[config.mk]
export PLATFORM = sky130hd
export DESIGN_NAME = uart_tx_serial
export DESIGN_NICKNAME = d
export VERILOG_FILES = /design/src/rtl/uart_tx_pkg.sv /design/src/rtl/uart_tx_framer.sv /design/src/rtl/uart_tx_baud.sv /design/src/rtl/uart_tx_serial.sv
export SDC_FILE = /design/constraint.sdc
export NUM_CORES = 1
export LEC_CHECK = 0
export ABC_CLOCK_PERIOD_IN_PS = 3900
export BUFFER_PORTS_ARGS = -buffer_cell sky130_fd_sc_hd__buf_2
export CAP_MARGIN = 20
export CORE_ASPECT_RATIO = 0.9
export CORE_MARGIN = 2
export CORE_UTILIZATION = 60
export DETAILED_ROUTE_END_ITERATION = 12
export GPL_TIMING_DRIVEN = 0
export PLACE_DENSITY = 0.8
export SLEW_MARGIN = 10
export SYNTH_ARGS = -nofsm -noshare
export SYNTH_HDL_FRONTEND = slang
export SYNTH_SLANG_ARGS = --single-unit
[constraint.sdc]
create_clock -name clk -period 3.9 [get_ports clk]
set_input_delay 0.39 -clock clk [delete_from_list [all_inputs] [get_ports clk]]
set_output_delay 0.39 -clock clk [all_outputs]
set_load 0.05 [all_outputs]
[src/rtl/uart_tx_pkg.sv]
package uart_tx_pkg;
   localparam int CFG_W    = 31;
   localparam int FRAME_W  = 12;
   localparam int B_NOFC   = 30;
   localparam int B_STOP2  = 27;
   localparam int B_PAR_EN = 26;

   typedef enum logic [2:0] {
      S_IDLE, S_HOLD, S_SHIFT, S_BRK, S_GUARD
   } tx_state_e;

   typedef enum logic [1:0] {
      PAR_EVEN = 2'b00, PAR_ODD = 2'b01, PAR_MARK = 2'b10, PAR_SPACE = 2'b11
   } par_kind_e;
endpackage

[src/rtl/uart_tx_framer.sv]
module uart_tx_framer
   import uart_tx_pkg::*;
(
   input  logic [5:0]         fmt,
   input  logic [7:0]         data,
   output logic [FRAME_W-1:0] frame,
   output logic [3:0]         len
);
   logic [3:0] nbits;
   logic       par_en;
   logic       pbit;
   logic [7:0] used;
   par_kind_e  kind;

   always_comb begin
      nbits  = 4'd8 - {2'b00, fmt[5:4]};
      par_en = fmt[2];
      kind   = par_kind_e'(fmt[1:0]);
      for (int i = 0; i < 8; i++)
         used[i] = (i < int'(nbits)) ? data[i] : 1'b0;
      case (kind)
         PAR_EVEN:  pbit = ^used;
         PAR_ODD:   pbit = ~^used;
         PAR_MARK:  pbit = 1'b1;
         default:   pbit = 1'b0;
      endcase
      frame    = '1;
      frame[0] = 1'b0;
      for (int i = 0; i < 8; i++)
         if (i < int'(nbits)) frame[i+1] = data[i];
      for (int p = 6; p < 10; p++)
         if (par_en && (p == int'(nbits) + 1)) frame[p] = pbit;
      len = 4'd2 + nbits + {3'b000, par_en} + {3'b000, fmt[3]};
   end
endmodule

[src/rtl/uart_tx_baud.sv]
module uart_tx_baud #(
   parameter int W = 24
) (
   input  logic         clk,
   input  logic         rst,
   input  logic         load,
   input  logic [W-1:0] period,
   output logic         tick
);
   logic [W-1:0] per_q;
   logic [W-1:0] cnt;

   always_ff @(posedge clk) begin
      if (rst) begin
         per_q <= W'(1);
         cnt   <= '0;
      end else if (load) begin
         per_q <= (period == '0) ? W'(1) : period;
         cnt   <= (period == '0) ? '0 : period - W'(1);
      end else if (cnt == '0) begin
         cnt <= per_q - W'(1);
      end else begin
         cnt <= cnt - W'(1);
      end
   end

   assign tick = (cnt == '0);
endmodule

[src/rtl/uart_tx_serial.sv]
module uart_tx_serial
   import uart_tx_pkg::*;
#(
   parameter int DIV_W        = 24,
   parameter bit HAS_FLOW_CTL = 1'b1
) (
   input  logic             clk,
   input  logic             rst,
   input  logic [CFG_W-1:0] cfg,
   input  logic             send_stb,
   input  logic [7:0]       send_byte,
   input  logic             brk,
   input  logic             cts_n,
   output logic             tx_line,
   output logic             busy
);
   initial begin
      assert (DIV_W >= 1 && DIV_W <= 24)
         else $error("DIV_W must lie in 1..24");
   end

   tx_state_e          state;
   logic [FRAME_W-1:0] shreg;
   logic [FRAME_W-1:0] frame;
   logic [3:0]         len;
   logic [3:0]         left;
   logic [DIV_W-1:0]   cpb_q;
   logic [DIV_W-1:0]   period_sel;
   logic               hold_off;
   logic               tick;
   logic               load;

   generate
      if (HAS_FLOW_CTL) begin : g_fc
         assign hold_off = cts_n & ~cfg[B_NOFC];
      end else begin : g_nofc
         assign hold_off = 1'b0;
      end
   endgenerate

   uart_tx_framer u_framer (
      .fmt   (cfg[29:24]),
      .data  (send_byte),
      .frame (frame),
      .len   (len)
   );

   assign load = (!brk) && (((state == S_IDLE) && send_stb && !hold_off)
                         || ((state == S_HOLD) && !hold_off)
                         || (state == S_BRK));
   assign period_sel = ((state == S_IDLE) || (state == S_BRK))
                       ? cfg[DIV_W-1:0] : cpb_q;

   uart_tx_baud #(.W(DIV_W)) u_baud (
      .clk    (clk),
      .rst    (rst),
      .load   (load),
      .period (period_sel),
      .tick   (tick)
   );

   always_ff @(posedge clk) begin
      if (rst) begin
         state <= S_IDLE;
         shreg <= '1;
         left  <= '0;
         cpb_q <= '0;
      end else if (brk) begin
         state <= S_BRK;
      end else begin
         case (state)
            S_IDLE: if (send_stb) begin
               shreg <= frame;
               left  <= len;
               cpb_q <= cfg[DIV_W-1:0];
               state <= hold_off ? S_HOLD : S_SHIFT;
            end
            S_HOLD: if (!hold_off) state <= S_SHIFT;
            S_SHIFT: if (tick) begin
               if (left == 4'd1) begin
                  state <= S_IDLE;
                  shreg <= '1;
               end else begin
                  shreg <= {1'b1, shreg[FRAME_W-1:1]};
                  left  <= left - 4'd1;
               end
            end
            S_BRK: begin
               cpb_q <= cfg[DIV_W-1:0];
               state <= S_GUARD;
            end
            S_GUARD: if (tick) state <= S_IDLE;
            default: state <= S_IDLE;
         endcase
      end
   end

   assign tx_line = (state == S_BRK)   ? 1'b0 :
                    (state == S_SHIFT) ? shreg[0] : 1'b1;
   assign busy    = (state != S_IDLE) || brk;

   assert_accept_busy_R2: assert property (@(posedge clk) disable iff (rst)
      (send_stb && !busy) |=> busy);

   assert_bit_stable_R3: assert property (@(posedge clk) disable iff (rst)
      ((state == S_SHIFT) && !tick && !brk) |=> $stable(tx_line));

   assert_hold_quiet_R7: assert property (@(posedge clk) disable iff (rst)
      ((state == S_HOLD) && hold_off && !brk) |=> (tx_line && busy));

   assert_brk_low_R11: assert property (@(posedge clk) disable iff (rst)
      brk |=> !tx_line);

   assert_guard_high_R12: assert property (@(posedge clk) disable iff (rst)
      (!brk && $past(brk)) |=> (tx_line && busy));
endmodule

# Word-level counts from Yosys, hierarchy flattened
# Cells that the tools add are included.
# word_totals
regBits	91
in_bits	44
# classes
n_reduce_logical	29
mux	46
n_eq_ne	22
addsub	9
order_cmp	8
bitwise	3
# ops
cell	count
$mux W24	6
$sub A24 B1 Y24 const B	3
$eq A4 B32 Y1 const A	2
$eq A5 B32 Y1 const A	2
$logic_not A24 Y1	2
$pmux W24 S2	1
$mux W12	2
$pmux W12 S2	1
$mux W1	22
$lt A3 B4 Y1 const A	4
$mux W3	5
$ne A3 B3 Y1 const B	5
$pmux W3 S5	1
$reduce_and A5 Y1	3
$mux W4	3
$ne A2 B2 Y1 const B	6
$mux W11	1
$add A4 B1 Y4	2
$logic_and A1 B1 Y1	8
$lt A1 B4 Y1 const A	2
$lt A2 B4 Y1 const A	2
$pmux W4 S2	1
$reduce_xnor A8 Y1	1
$reduce_xor A8 Y1	1
23 further kinds	31

# Longest topological paths before layout
# logic_depth
depth_word	8
ltp_mapped	14
ltp_nobuf	11

# Modules after synthesis
# From an unflattened synthesis, not the netlist that was laid out.
# unflattened
cells_unflattened	675
area_unflattened_um2	5768.0
# by_module_without_submodules
module	seq_area_each_um2	cells_per_inst	area_per_inst_um2	instances
uart_tx_baud	960.9	390	3201.8	1
uart_tx_serial	860.8	231	2167.1	1
uart_tx_framer	0.0	54	399.1	1

# Worst setup path after synthesis
# Ideal clock, no wire load.
# synth_path
path_type	reg-to-reg
startpoint	register state[0]
endpoint	register u_baud.cnt[5]
t_arrival_ns	3.220
path_slack_ns	0.563
stages_incl_launch_ff	13
period_less_slack_ns	3.337
setup_time_ns	0.117
t_required_ns	3.783
path_cell_list	dfxtp_1 -> xor2_1 -> nor2_1 -> buf_1 -> buf_1 -> mux2i_1 -> ha_1 -> clkbuf_1 -> nand2_1 -> o32ai_1 -> a31oi_2 -> and2_1 -> a32o_1
# synth_via
elab_chain_cells	7
word_cells_on_any_way	15
cone_classes	add/sub: 1; eq/ne: 2; mux: 3; reduce/logical: 9
# synth_lines
element	line	text
start: declaration	uart_tx_serial.sv:22	tx_state_e state;
start signal: assignment	uart_tx_serial.sv:76	state <= hold_off ? S_HOLD : S_SHIFT;
parallel branches: the longest is 6 deep, another holds $sub A24 B1 Y24	-	
$mux W24 *	uart_tx_baud.sv:17	end else if (load) begin
end signal: assignment	uart_tx_baud.sv:19	cnt <= (period == '0) ? '0 : period - W'(1);
end signal: assignment	uart_tx_baud.sv:21	cnt <= per_q - W'(1);
end signal: assignment	uart_tx_baud.sv:23	cnt <= cnt - W'(1);
end: declaration	uart_tx_baud.sv:11	logic [W-1:0] cnt;
# Every way passes the cells marked *.
# A chain may end at the register's enable or synchronous reset.

# Worst setup path in the final report
# layout_path
startpoint	register state[0]
endpoint	register u_baud.cnt[13]
# Same word-level chain as after synthesis.

==> results_dict.tcl <==
set metrics [dict create \
    status "completed" \
    fmax_mhz 271 \
    wl_per_cell_um 18.2 \
    rsz0062_at_grt "false" \
    drc 0 \
    syn-cell-area_um2 5690 \
    top_layer "met4" \
    syn_avg_cell_area_um2 7.64 \
    hold_buffers 0 \
    ant_nets 0 \
    holdWs_ns 0.255 \
    num_antenna_cells 0 \
    area_growth_pct 11.2 \
    vias 5893 \
    setup_tns_ns 0 \
    wl_met2_mm 7.19 \
    core_um2 9170 \
    synth.distinct_cells 69 \
    ys_async_sr_fraction 0 \
    drtIter0Drc 630 \
    antenna_found_initial 0 \
    p_per_area_nw_per_um2 600 \
    finalMaxSlewViolations 0 \
    critPathLaunchType "register" \
    synth_fp_nets 801 \
    fin_crit_sh 0.946 \
    layout.nets 855 \
    synth_edf_count 0 \
    fin_skew_ns 0.0215 \
    hp-class "in -> reg" \
    crit_type "reg -> reg" \
    finalSetupViolCount 0 \
    clock_path_buffers 2 \
    viasPerCell 6.36 \
    hold_viol_final 0 \
    h-tree-depth 3 \
    die_w_um 107 \
    grt_usage 0.334 \
    worstMarginPinSlew_ns 0.990 \
    maxCapViolCount 0 \
    boundaryPins 46 \
    globalplace.congestion 0.995 \
    ys_seq_elements 89 \
    grt_pass1_vias 5319 \
    clkLatencyLatePin_ns 0.37 \
    wl_met3_mm 1.90 \
    yosysSeqAreaShare 0.313 \
    worstPathArrival_ns 3.92 \
    die_y_um 96.4 \
    drive_above_1_share 0.113 \
    grt-ovfl-total 0 \
    power.leakage_uw 0.00230 \
    num-fill-cells 807 \
    grt_max_degree 16 \
    initial_core_util 0.621 \
    hpwl_mm 13.0 \
    post-route-min-period_ns 3.69 \
    path_clk_slew_ns 0.11 \
    slew_headroom 0.332 \
    crit_fanout 10 \
    wl_met1_mm 7.56 \
    synth-main-ff-cell "dfxtp_1" \
    root_buffer "clkbuf_8" \
    tritoncts "done" \
    cts_inserted_buffers 9 \
    grt_first_pass_wirelength_mm 27.1 \
    num_rows 33 \
    cp-end-kind "register" \
    drtPass1Iterations 5 \
    synthCells 745 \
    cts.sinks 89 \
    ir_drop_mv 0.492 \
    portBuffers 44 \
    post_cts_buffers 0 \
    die_area_um2 10300 \
    required_ns 4.13 \
    wirelength_mm 16.8 \
    synth_warnings 0 \
]
==> cells in the final DEF (no fill, tap or decap), types with 4 or more instances in the layout <==
master,n
a22oi_1,4
a31oi_1,6
nor2_1,77
o21bai_1,4
inv_1,18
mux2_2,4
nand2b_1,8
o31ai_1,6
o22ai_1,22
xor2_1,11
a211oi_1,19
a21oi_1,65
nand4_1,4
or3_1,6
nand3_1,18
buf_2,47
o21ai_0,22
o211ai_1,11
clkbuf_8,12
or4_1,9
nor4_1,16
nor2b_1,7
nor3_1,27
a311oi_1,8
clkbuf_1,31
mux2i_1,17
xnor2_1,38
nand2_1,114
ha_1,10
dfxtp_1,89
==> final cells by class <==
class,count,area (um2),share of cell area
buffer,43,194,0.0307
clock buffer,12,165,0.0261
clock inverter,4,56.3,0.00890
inverter,18,67.6,0.0107
multi-input combinational,594,3690,0.583
sequential,89,1780,0.282
tap,122,153,0.0241
timing repair buffer,44,220,0.0348
==> worst max-delay path, stage by stage (launching register included) <==
cell,delay [ns]
dfxtp_1,0.36
xor2_2,0.23
nor2_1,0.21
buf_2,0.29
buf_2,0.32
mux2i_2,0.38
ha_2,0.35
o2111ai_1,0.23
o32ai_4,0.24
a31oi_4,0.24
and2_1,0.31
o21ai_0,0.18
o311ai_0,0.19
==> metal layers <==
metal  GRT usage  vias to the layer above
met2       0.508                      374
li1            -                     2816
met1       0.491                     2670
met5           0                        -
met3      0.0630                       33
met4      0.0790                        0
==> flip-flops by register name (all words and copies together), names as in the netlist <==
register,flops
shreg,10
state,3
u_baud.per_q,24
cpb_q,24
u_baud.cnt,24
left,4
==> logic make-up after synthesis <==
family                     count (synthesis)  share of synthesized area
AOI/OAI and AO/OA                        203                      0.241
xor gates and xnor gates                  50                     0.0770
adders and majority gates                 12                     0.0277
buffers and inverters                     62                     0.0460
DFF                                       89                      0.313
muxes                                     22                     0.0396
and+or+nand+nor                          307                      0.255
==> stage by stage <==
step	utilization	setup WS, ns	instance area, um2	total power [uW]	cells
2_1_floorplan	-	0.563	5690	2580	745
3_3_place_gp	0.661	-0.638	6060	2960	911
3_5_place_dp	0.661	-0.618	6060	3020	911
4_1_cts	0.688	0.0458	6310	3720	927
5_1_grt	0.690	0.0393	6320	4010	926
6_report	0.690	0.210	6320	3790	926
==> final timing paths <==
| path | start | slack, ns | end | cells past startpoint |
|---|---|---|---|---|
| max reg2reg | state[0] | 0.21 | u_baud.cnt[13] | 12 |
| min | cfg[23] | 0.26 | cpb_q[23] | 3 |
| min reg2reg | cpb_q[23] | 0.47 | cpb_q[23] | 2 |
| max | state[0] | 0.21 | u_baud.cnt[13] | 12 |
==> power by group <==
| group | switching, uW | internal, uW |
|---|---|---|
| Clock | 353 | 355 |
| Combinational | 1120 | 727 |
| Sequential | 173 | 1070 |
| Total | 1640 | 2150 |
==> synth_stat cells (4+ instances only) <==
master	n	share of area
buf_1	5	0.0033
nor3_1	27	0.024
nand3_1	18	0.016
nor2_1	77	0.051
xor2_1	12	0.018
or4_1	9	0.012
nor4_1	16	0.018
a311oi_1	8	0.012
nand4_1	4	0.0044
or3_1	6	0.0066
a22oi_1	4	0.0053
a21oi_1	65	0.057
o21ai_0	22	0.019
o21bai_1	4	0.0053
a31oi_1	6	0.0066
inv_1	18	0.012
dfxtp_1	89	0.31
nand2b_1	8	0.0088
xnor2_1	38	0.059
o211ai_1	11	0.015
a211oi_1	19	0.025
clkbuf_1	33	0.022
nor2b_1	7	0.0077
ha_1	11	0.024
mux2i_1	18	0.032
nand2_1	114	0.075
o31ai_1	6	0.0079
mux2_2	4	0.0079
o22ai_1	22	0.024
==> what timing repair did <==
| item | in CTS | in global routing |
|---|---|---|
| endpoints found under the setup margin | 25 | 16 |
| endpoints found under the hold margin | 0 | 0 |
| resized for setup | 6 | 3 |
(Power assumes the default switching activity.)
